==> src/rtl/cpld_out_cell.sv <==
module cpld_out_cell (
  input  logic       clk,
  input  logic       por,
  input  logic [1:0] cfg_mode,
  input  logic       cfg_out_inv,
  input  logic       cfg_clk_inv,
  input  logic       sop,
  input  logic       cell_clk,
  input  logic       ar,
  input  logic       ap,
  input  logic       oe_term,
  input  logic       pl_en,
  input  logic       pl_data,
  output logic       pin_out,
  output logic       pin_oe,
  output logic       fb
);
  localparam logic [1:0] M_BYP = 2'b00;
  localparam logic [1:0] M_DFF = 2'b01;
  localparam logic [1:0] M_TFF = 2'b10;
  localparam logic [1:0] M_LAT = 2'b11;

  logic q_r, prev_act, armed, q_eff, core;

  wire act      = cell_clk ^ cfg_clk_inv;
  wire edge_hit = armed & act & ~prev_act;

  always_ff @(posedge clk) begin
    if (por) begin
      q_r      <= 1'b0;
      armed    <= 1'b0;
      prev_act <= 1'b0;
    end else begin
      armed    <= 1'b1;
      prev_act <= act;
      if (ar)         q_r <= 1'b0;
      else if (ap)    q_r <= 1'b1;
      else if (pl_en) q_r <= pl_data;
      else begin
        case (cfg_mode)
          M_DFF:   if (edge_hit) q_r <= sop;
          M_TFF:   if (edge_hit) q_r <= q_r ^ sop;
          M_LAT:   if (act)      q_r <= sop;
          default: ;
        endcase
      end
    end
  end

  always_comb begin
    if (por)                          q_eff = 1'b0;
    else if (ar)                      q_eff = 1'b0;
    else if (ap)                      q_eff = 1'b1;
    else if (cfg_mode == M_LAT && act) q_eff = sop;
    else                              q_eff = q_r;
  end

  assign core    = (cfg_mode == M_BYP) ? sop : q_eff;
  assign pin_out = core ^ cfg_out_inv;
  assign fb      = pin_out;
  assign pin_oe  = oe_term;

  // a clear term leaves zero in storage
  a_r5_clear_stores_zero: assert property (@(posedge clk) disable iff (por)
    ar |=> (q_r == 1'b0));

  // a set term alone leaves one in storage
  a_r6_set_stores_one: assert property (@(posedge clk) disable iff (por)
    (ap && !ar) |=> (q_r == 1'b1));

  // preload with no clear or set stores the preload value
  a_r9_preload_loads: assert property (@(posedge clk) disable iff (por)
    (pl_en && !ar && !ap) |=> (q_r == $past(pl_data)));

  // a toggle edge with sop high flips storage
  a_r2_toggle_flips: assert property (@(posedge clk) disable iff (por)
    (cfg_mode == M_TFF && edge_hit && sop && !ar && !ap && !pl_en) |=> (q_r != $past(q_r)));

  // power-on reset leaves storage cleared and edges disarmed
  a_r8_por_clears: assert property (@(posedge clk)
    por |=> (q_r == 1'b0 && !armed));
endmodule

==> config.mk <==
export PLATFORM = sky130hd
export DESIGN_NAME = cpld_out_cell
export DESIGN_NICKNAME = d
export VERILOG_FILES = /design/src/rtl/cpld_out_cell.sv
export SDC_FILE = /design/constraint.sdc
export NUM_CORES = 1
export LEC_CHECK = 0
export BUFFER_PORTS_ARGS = -buffer_cell sky130_fd_sc_hd__buf_2
export CORE_AREA = 2 2 39 41
export CTS_CLUSTER_DIAMETER = 40
export DETAILED_ROUTE_END_ITERATION = 16
export DIE_AREA = 0 0 41 43
export PLACE_DENSITY = 0.49
export SLEW_MARGIN = 20
export SYNTH_ARGS = -nofsm -noshare
export SYNTH_HDL_FRONTEND = slang
export SYNTH_SLANG_ARGS = --single-unit
==> constraint.sdc <==
create_clock -name clk -period 3.03 [get_ports clk]
set_input_delay 0.1515 -clock clk [delete_from_list [all_inputs] [get_ports clk]]
set_output_delay 0.1515 -clock clk [all_outputs]
set_load 0.02 [all_outputs]
# Yosys cells after proc, flatten, opt, wreduce, memory -nomap -nowiden
# Cells that the tools add are included.
# op_classes
eq_ne	6
n_mux	12
n_bitwise	6
reduce_logical	5
# ops
op	n
inequality test 4 bit (second input constant)	3
2-to-1 mux 1 bit	11
nonzero test 5 bit	1
== test 2 bit (second input constant)	2
AND reduction 4 bit	1
case mux 1 bit (3 select lines)	1
XOR 1 bit	3
bitwise AND 1 bit	2
== test 2 x 1 -> 1 bit (second input constant)	1
zero test 2 bit	1
OR reduction 2 bit	1
logical AND 1 bit	1
NOT 1 bit	1
# totals
register_bits	3

# Longest topological paths before layout
# Gate-level depths: netlist of run 1.
# logic_depth
depth_word	8
ltp_mapped	5
ltp_nobuf	4

# Least setup slack after synthesis of run 1
# Ideal clock, no wire load.
# synth_timing
kind	reg2out
startpoint	register q_r
endpoint	output pin_out
t_arrival_ps	1384
required_ps	2878
setup_slack_ps	1495
path_stages_with_launch	6
path_buffers	1
path_cell_list	dfxtp_1 or2_2 o31a_1 a32oi_1 xnor2_1 buf_4
# synth_between
elab_chain_cells	6
# synth_rtl
element	line_no	source
from (decl)	23	logic q_r, prev_act, armed, q_eff, core;
from (signal assigned)	38	else if (pl_en) q_r <= pl_data;
from (signal assigned)	41	M_DFF: if (edge_hit) q_r <= sop;
from (signal assigned)	42	M_TFF: if (edge_hit) q_r <= q_r ^ sop;
2-to-1 mux 1 bit	54	else if (cfg_mode == M_LAT && act) q_eff = sop;
2-to-1 mux 1 bit	53	else if (ap) q_eff = 1'b1;
2-to-1 mux 1 bit	52	else if (ar) q_eff = 1'b0;
2-to-1 mux 1 bit	51	if (por) q_eff = 1'b0;
2-to-1 mux 1 bit	58	assign core = (cfg_mode == M_BYP) ? sop : q_eff;
XOR 1 bit	59	assign pin_out = core ^ cfg_out_inv;
to (decl)	14	output logic pin_out,
# Every way passes these cells.

# Worst setup path in the final report of run 1
# layout_timing
startpoint	register q_r
endpoint	output fb
# layout_between
elab_chain_cells	6
# layout_rtl
element	line_no	source
2-to-1 mux 1 bit	54	
2-to-1 mux 1 bit	53	
2-to-1 mux 1 bit	52	
2-to-1 mux 1 bit	51	
2-to-1 mux 1 bit	58	
XOR 1 bit	59	
to (decl)	16	output logic fb
# Every way passes these cells.

==> flow_metrics.tcl, run 1 <==
set metrics [dict create \
    maxCapViolations 0 \
    m1WireLength_um 208 \
    hold_slack_ns 0.1085 \
    drc 0 \
    cts_tree "done" \
    multi_input_area_um2 153.9 \
    avgRoutedWirePerCell_um 10.00 \
    synth.area.top_cells "dfxtp_1, o31a_1, xnor2_1, xor2_1, buf_4" \
    fin_cells 58 \
    leakagePower_nw 0.1549 \
    critPathRequiredTime_ns 2.88 \
    ff2ff_setup_slack_ns 1.62 \
    cts_hold_buf 0 \
    fp.dieArea_um2 1763 \
    vias_per_cell 4.224 \
    grt_pass1_wl_um 986 \
    r2r_start "armed" \
    synth-seq-cells 3 \
    cts_num_sinks 3 \
    setup_viol 0 \
    clockBufferDepth 2 \
    cp-end-kind "output port" \
    hold_viol 0 \
    path_cells "or2_2, o31a_1, a32oi_1, xnor2_1, buf_2" \
    grt_pass1_vias 247 \
    hold_path_class "primary input to register" \
    skew_ns 0.002364 \
    place_area_um2 306.5 \
    overflow 0 \
    synth_nets 40 \
    finalMaxSlewViolations 0 \
    grt_max_degree 6 \
    cp_slowest_cell "dfxtp_1" \
    layout-drive-gt1-share_pct 47.62 \
    fin_area_um2 332.8 \
    synth_top_cell_area_share_pct 25.40 \
    synth_top_area_cell "dfxtp_1" \
    antenna_found_initial 0 \
    h-tree-depth 1 \
    p_per_area_nw_per_um2 455.8 \
    gp_congestion 0.6349 \
    max_clock_freq_mhz 601.7 \
    ant_nets 0 \
    route.met3.wl_um 46 \
    clkTransAtPathRegs_ns 0.04 \
    io_buffers 13 \
    num_antenna_cells 0 \
    dp.final_hpwl_um 469.3 \
    status "completed" \
    final_cell_mix "buf_2, nor2_1, dfxtp_1, clkbuf_4" \
    tightest_slew_ns 0.3004 \
    crit_fanout 3 \
    synthFlopType "dfxtp_1" \
    start_util_pct 17.09 \
    synth-edff-count 0 \
    cp-start-kind "register" \
    cts_buffers 3 \
    period_share_pct 54.85 \
    finalWirelength_um 580 \
    final_common_cell "buf_2" \
    clock_latency_ns 0.23 \
    register_area_um2 60.06 \
    grt_use_total_pct 8.617 \
    layout.nets 56 \
    hp-start "por" \
    cts-root-buf "clkbuf_4" \
    fp.coreArea_um2 1384 \
    rows 14 \
    num_vias 245 \
    fin_setup_tns_ns 0 \
    netlist_instances 27 \
    rsz0062_at_grt "false" \
    synthDistinctLibCells 17 \
    syn_area_um2 236.5 \
    dp_cells 54 \
    syn_avg_cell_area_um2 8.758 \
    setup_slack_ns 1.368 \
    relSlewSlack_pct 79.83 \
    first_pass_iters 2 \
    period_needed_ns 1.662 \
    die_w_um 41 \
    wl_met2_um 325 \
    yosys_warnings 0 \
    pre_cts_ws_ns 1.584 \
    critPathMaxStageDelay_ns 0.31 \
    synthArstFlopShare_pct 0 \
    cts_setup_buffers 0 \
    timing.setup.critical_path_class "register to output port" \
    die_h_um 43 \
    vdd_drop_max_uv 112.3 \
    syn_to_final_growth_pct 40.74 \
    critical_path_arrival_ns 1.51 \
    crit_start "q_r" \
    highest_layer "met3" \
    fillers 163 \
    ctsResizeCount 0 \
    dr.first_iter.drc_count 3 \
    ys_seq_area_share_pct 25.40 \
    pin_count 16 \
]
## routing by layer
metal  vias up  global-route usage [%]
li1        125                       -
met1       113                   8.946
met2         7                   12.19
met3         0                   5.236
met4         0                   6.000
met5         -                       0
## flip-flops by register name, indices dropped and copies added, names as in the netlist
name and flops:
q_r 1, armed 1, prev_act 1
## cells in the mapped netlist, types with 2 or more instances
cell type and n:
inv_1 2, xor2_1 2, xnor2_1 2, o31a_1 2, nor2_1 3, dfxtp_1 3
buf_4 2, or2_2 2
## layout make-up
cell class                      instances  share of cell area, %
Clock buffer                            4                  7.895
Tap cell                               16                  6.015
Multi-Input combinational cell         20                  46.24
Timing Repair Buffer                   13                  19.55
Inverter                                2                  2.256
Sequential cell                         3                  18.05
## power by group
part	internal, mW	leakage (nW)	switching (mW)
clock	0.0494	0.0150	0.0208
sequential	0.0424	0.0250	0.00153
combinational	0.0181	0.115	0.0194
## path summary, 6_finish.rpt
path                 to  cells past startpoint
setup / recovery     fb                      5
hold / removal    armed                      2
setup reg to reg    q_r                      4
hold reg to reg     q_r                      2
## cells by family (layout without fill, tap and decap cells)
group	after synthesis	count (layout)	share of synthesized area [%]
compound gates	5	5	19.58
xor+xnor	4	4	14.82
flops	3	3	25.40
fa+ha+maj	1	1	4.762
simple gates	10	10	25.93
buf+inv	4	19	9.523
## per-stage QoR
step           total power [mW]  utilization, %
6_report                 0.1517           24.05
5_1_grt                  0.1684           24.05
4_1_cts                  0.1554           24.05
3_5_place_dp            0.08211           22.15
3_3_place_gp            0.08188           22.15
2_1_floorplan           0.06993               -
## critical path, delay by kind of cell, from the launching register on
kind | cells | cell delay, ns
simple gates | 1 | 0.29
compound gates | 2 | 0.32
buf+inv | 1 | 0.19
flops | 1 | 0.31
xor+xnor | 1 | 0.16
No activity file was read; power rests on OpenSTA's default activity.
==> run 2: changes to the inputs <==
--- a/config.mk
+++ b/config.mk
@@ -10,7 +10,7 @@
 export CTS_CLUSTER_DIAMETER = 40
 export DETAILED_ROUTE_END_ITERATION = 16
 export DIE_AREA = 0 0 41 43
-export PLACE_DENSITY = 0.49
+export PLACE_DENSITY = 0.5
 export SLEW_MARGIN = 20
 export SYNTH_ARGS = -nofsm -noshare
 export SYNTH_HDL_FRONTEND = slang
==> constraint.sdc (replaced) <==
create_clock -name clk -period 1.3 [get_ports clk]
set_input_delay 0.065 -clock clk [delete_from_list [all_inputs] [get_ports clk]]
set_output_delay 0.065 -clock clk [all_outputs]
set_load 0.02 [all_outputs]
==> run 2 against run 1 <==
The run now ends with negative setup slack left. Sequential share of layout area fell by 0.92 points. Combinational power rose to 2.7 times the previous value. Non-clock buffer count rose by 1. Total power rose by 140%. Critical path depth did not move. Core utilization rose by 2.4 points. Largest cell class unchanged.
==> flow_metrics.tcl, run 2 (same netlist as run 1, synthesis figures left out) <==
set metrics [dict create \
    grt_max_degree 6 \
    num_vias 242 \
    clock_latency_ns 0.23 \
    ant_nets 0 \
    cp-end-kind "output port" \
    cp_slowest_cell "dfxtp_2" \
    hold_slack_ns 0.02991 \
    maxCapViolations 0 \
    dr.first_iter.drc_count 4 \
    finalWirelength_um 537 \
    die_h_um 43 \
    p_int_mw 0.2687 \
    clkPwrFrac_pct 44.2 \
    period_share_pct 110.2 \
    cts_hold_buf 0 \
    clkTransAtPathRegs_ns 0.04 \
    io_buffers 13 \
    largestRegisters "armed (1), prev_act (1), q_r (1)" \
    avgRoutedWirePerCell_um 9.102 \
    final_cell_mix "buf_2, nor2_1, clkbuf_4, buf_4" \
    overflow 0 \
    vias_per_cell 4.102 \
    dp.final_hpwl_um 469 \
    violations "negative setup slack" \
    leakagePower_nw 0.1709 \
    rows 14 \
    status "complete, but fails checks" \
    gp_congestion 0.7293 \
    start_util_pct 17.09 \
    tightest_slew_ns 0.3609 \
    layout-drive-gt1-share_pct 58.14 \
    max_clock_freq_mhz 697.8 \
    layout.nets 57 \
    cts_num_sinks 3 \
    relSlewSlack_pct 75.63 \
    die_w_um 41 \
    cp-start-kind "register" \
    p_seq_share_pct 28.0 \
    cts-root-buf "clkbuf_4" \
    crit_fanout 2 \
    rsz0062_at_grt "true" \
    drc 0 \
    h-tree-depth 1 \
    fp.dieArea_um2 1763 \
    grt_pass1_wl_um 890 \
    syn_to_final_growth_pct 54.50 \
    pin_count 16 \
    grt_use_total_pct 7.515 \
    critPathRequiredTime_ns 1.24 \
    pwr-share-comb_pct 27.9 \
    antenna_found_initial 0 \
    pre_cts_ws_ns -0.006393 \
    first_pass_iters 3 \
    hold_viol 0 \
    fin_setup_tns_ns -0.2716 \
    p_per_area_nw_per_um2 1010 \
    p_sw_share_pct 27.20 \
    finalMaxSlewViolations 0 \
    setup_slack_ns -0.1330 \
    p_sw_mw 0.1004 \
    critical_path_arrival_ns 1.37 \
    cts_buffers 3 \
    vdd_drop_max_uv 380.6 \
    timing.setup.critical_path_class "register to output port" \
    path_cells "or2_4, o31a_1, a32oi_2, xnor2_2, buf_4" \
    hold_path_class "primary input to register" \
    fp.coreArea_um2 1384 \
    period_needed_ns 1.433 \
    final_common_cell "buf_2" \
    critPathMaxStageDelay_ns 0.31 \
    clockBufferDepth 2 \
    skew_ns 0.0004294 \
    cts_tree "done" \
    grt_pass1_vias 225 \
    setup_viol 3 \
    num_antenna_cells 0 \
]
[run 2: cell types whose count changed in the layout (fill, tap and decap cells not counted)]
cell	before	now
or2_4	0	1
a32oi_1	1	0
or2_2	2	1
xnor2_1	2	1
dfxtp_2	0	2
buf_2	13	11
buf_4	0	3
a32oi_2	0	1
xnor2_2	0	1
dfxtp_1	3	1
[run 2: final timing paths]
| check | from | endpoint | slack (ns) | depth (start not counted) |
|---|---|---|---|---|
| worst max-delay path | q_r | pin_out | -0.13 | 5 |
| worst min-delay path | por | armed | 0.03 | 2 |
| worst max register to register | armed | q_r | -0.01 | 4 |
| worst min register to register | q_r | q_r | 0.66 | 3 |
[run 2: timing repair]
item	in CTS	in global routing
resized for setup	3	0
pin swaps	2	0
endpoints found under the setup margin	3	3
buffers inserted	0	0
[run 2: per-stage QoR]
step	std cells	util [%]	power [mW]	instance area (um^2)
after floorplan	27	-	0.1708	255.2
after global placement	55	24.05	0.2025	332.8
after detailed placement	55	24.05	0.2032	332.8
after CTS	59	26.40	0.3780	365.4
after global routing	59	26.40	0.3993	365.4
final	59	26.40	0.3691	365.4
[run 2: cell type report]
type                            instances  area (um^2)
Tap cell                               16        20.02
Sequential cell                         3        62.56
Fill cell                             154         1018
Inverter                                2        7.507
Timing Repair Buffer                   14        77.57
Multi-Input combinational cell         20        171.4
Clock buffer                            4        26.28
[run 2: power by group through the flow]
stage | Clock, mW | Sequential (mW) | Combinational, mW
finish | 0.163 | 0.103 | 0.103
global route | 0.181 | 0.104 | 0.115
global placement | 0 | 0.104 | 0.0983
CTS | 0.170 | 0.103 | 0.104
detailed placement | 0 | 0.104 | 0.0993
floorplan | 0 | 0.104 | 0.0670
[run 2: worst max-delay path, delay by kind of cell, from the launching register on]
family	cells	cell delay (ns)
AO/OA/AOI/OAI	2	0.32
flip-flops	1	0.31
buffers and inverters	1	0.16
AND/OR/NAND/NOR	1	0.21
XOR/XNOR	1	0.14
[run 2: routing by layer]
metal | global-route usage [%] | vias to the layer above | wire length [um] | part of all wire (%)
met5 | 0 | - | 0 | 0
met4 | 2.000 | 0 | 0 | 0
met3 | 4.712 | 0 | 43 | 8.0
met2 | 9.688 | 6 | 261 | 49
met1 | 10.22 | 108 | 232 | 43
li1 | - | 128 | - | -
==> run 3: changes to the inputs <==
--- a/config.mk
+++ b/config.mk
@@ -10,7 +10,10 @@
 export CTS_CLUSTER_DIAMETER = 40
 export DETAILED_ROUTE_END_ITERATION = 16
 export DIE_AREA = 0 0 41 43
+export MAX_ROUTING_LAYER = met4
 export PLACE_DENSITY = 0.5
+export RECOVER_POWER = 100
+export REMOVE_ABC_BUFFERS = 1
 export SLEW_MARGIN = 20
 export SYNTH_ARGS = -nofsm -noshare
 export SYNTH_HDL_FRONTEND = slang
==> run 3 against run 2 <==
The run still ends with negative setup slack left. Non-clock buffer count did not move. Clock skew is 0.0022 ns higher. Hold slack hardly changed. Sequential cell count unchanged. Cell count unchanged. Core utilization shrank 0.090 points. Clock power down 2%. Sequential power about the same. Critical endpoint unchanged. Largest cell class unchanged.
==> flow_metrics.tcl, run 3 (same netlist as run 1, synthesis figures left out) <==
set metrics [dict create \
    grt_max_degree 6 \
    dp_cells 55 \
    tightest_slew_ns 0.3385 \
    period_share_pct 111.7 \
    die_h_um 43 \
    ff2ff_setup_slack_ns 0 \
    antenna_found_initial 0 \
    pin_count 16 \
    fp.coreArea_um2 1384 \
    crit_start "q_r" \
    final_cell_mix "buf_2, nor2_1, clkbuf_4, buf_4" \
    critPathRequiredTime_ns 1.24 \
    cts_setup_buffers 0 \
    endpoint "pin_out" \
    grt_pass1_vias 244 \
    io_buffers 13 \
    hold_path_class "primary input to register" \
    r2r_start "armed" \
    fp.dieArea_um2 1763 \
    start_util_pct 17.09 \
    p_total_mw 0.3656 \
    cp-end-kind "output port" \
    dr.first_iter.drc_count 2 \
    setup_slack_ns -0.1517 \
    fin_cells 59 \
    grt_pass1_wl_um 931 \
    cts_tree "done" \
    clkTransAtPathRegs_ns 0.04 \
    pre_cts_ws_ns -0.09784 \
    rows 14 \
    grt_use_total_pct 8.727 \
    clockBufferDepth 2 \
    relSlewSlack_pct 77.14 \
    period_needed_ns 1.452 \
    num_antenna_cells 0 \
    cp-start-kind "register" \
    setup_viol 3 \
    hold_slack_ns 0.03016 \
    finalMaxSlewViolations 0 \
    overflow 0 \
    fin_setup_tns_ns -0.3049 \
    max_clock_freq_mhz 688.8 \
    cts_num_sinks 3 \
    p_per_area_nw_per_um2 1004 \
    hold_viol 0 \
    r2r_end "q_r" \
    clock_latency_ns 0.23 \
    leakagePower_nw 0.1706 \
    r2r_cells 4 \
    rsz0062_at_grt "true" \
    avgRoutedWirePerCell_um 9.373 \
    first_pass_iters 4 \
    final_common_cell "buf_2" \
    violations "negative setup slack" \
    dp.final_hpwl_um 464.8 \
    layout.nets 57 \
    drc 0 \
    cts_buffers 3 \
    ant_nets 0 \
    crit_fanout 2 \
    timing.setup.critical_path_class "register to output port" \
    critical_path_arrival_ns 1.39 \
    h-tree-depth 1 \
    die_w_um 41 \
    cts-root-buf "clkbuf_4" \
    finalWirelength_um 553 \
    cts_hold_buf 0 \
    vdd_drop_max_uv 275.9 \
    vias_per_cell 4.237 \
    gp_congestion 0.7806 \
    skew_ns 0.002593 \
    layout-drive-gt1-share_pct 55.81 \
    largestRegisters "armed (1), prev_act (1), q_r (1)" \
    syn_to_final_growth_pct 53.97 \
    num_vias 250 \
    status "complete, but fails checks" \
    maxCapViolations 0 \
]
==> run 3: cell counts in the layout (fill, tap and decap cells not counted) <==
No cell type changed its count.
==> run 3: timing repair <==
| action | 4_1_cts | 5_1_grt |
|---|---|---|
| gates resized for setup | 4 | 2 |
| endpoints found under the setup margin | 3 | 3 |
| pin swaps | 6 | 2 |
==> run 3: cell type report <==
| cell class | count | area [um^2] |
|---|---|---|
| multi-input cells | 20 | 171.4 |
| flip-flops and latches | 3 | 61.31 |
| repair buffers | 14 | 77.57 |
| inverters | 2 | 7.507 |
| well taps | 16 | 20.02 |
| fillers | 148 | 1020 |
| clock buffers | 4 | 26.28 |
==> run 3: how the worst min path moves through the flow <==
stage	to	cells after the start	slack [ns]	start
floorplan	armed	1	0.12	por
global placement	pin_oe	0	0.13	oe_term
detailed placement	pin_oe	0	0.13	oe_term
CTS	armed	2	0.02	por
global route	armed	2	0.04	por
finish	armed	2	0.03	por
==> run 3: report_power, final <==
group          total [mW]  internal [mW]  switching [mW]  leakage [nW]
logic               0.103         0.0540          0.0494         0.130
registers           0.103         0.0993         0.00348        0.0254
clock network       0.159          0.115          0.0447        0.0150
==> run 3: stage by stage <==
step	cell area [um^2]	utilization, %
3_5_place_dp	314.1	22.69
6_report	364.1	26.31
2_1_floorplan	221.5	-
5_1_grt	364.1	26.31
4_1_cts	349.1	25.23
3_3_place_gp	314.1	22.69
==> run 3: routing by layer <==
| metal | vias up | GRT usage (%) | routed length, um |
|---|---|---|---|
| met5 | - | - | 0 |
| met4 | 0 | 12.00 | 22 |
| met3 | 2 | 1.571 | 24 |
| met2 | 9 | 9.688 | 252 |
| met1 | 110 | 10.54 | 254 |
| li1 | 129 | - | - |
==> run 3: worst max-delay path, cell delays in order (launching register included) <==
cell and delay, ns:
dfxtp_2 0.31, or2_4 0.21, o31a_1 0.11, a32oi_2 0.21, xnor2_2 0.14, buf_4 0.16
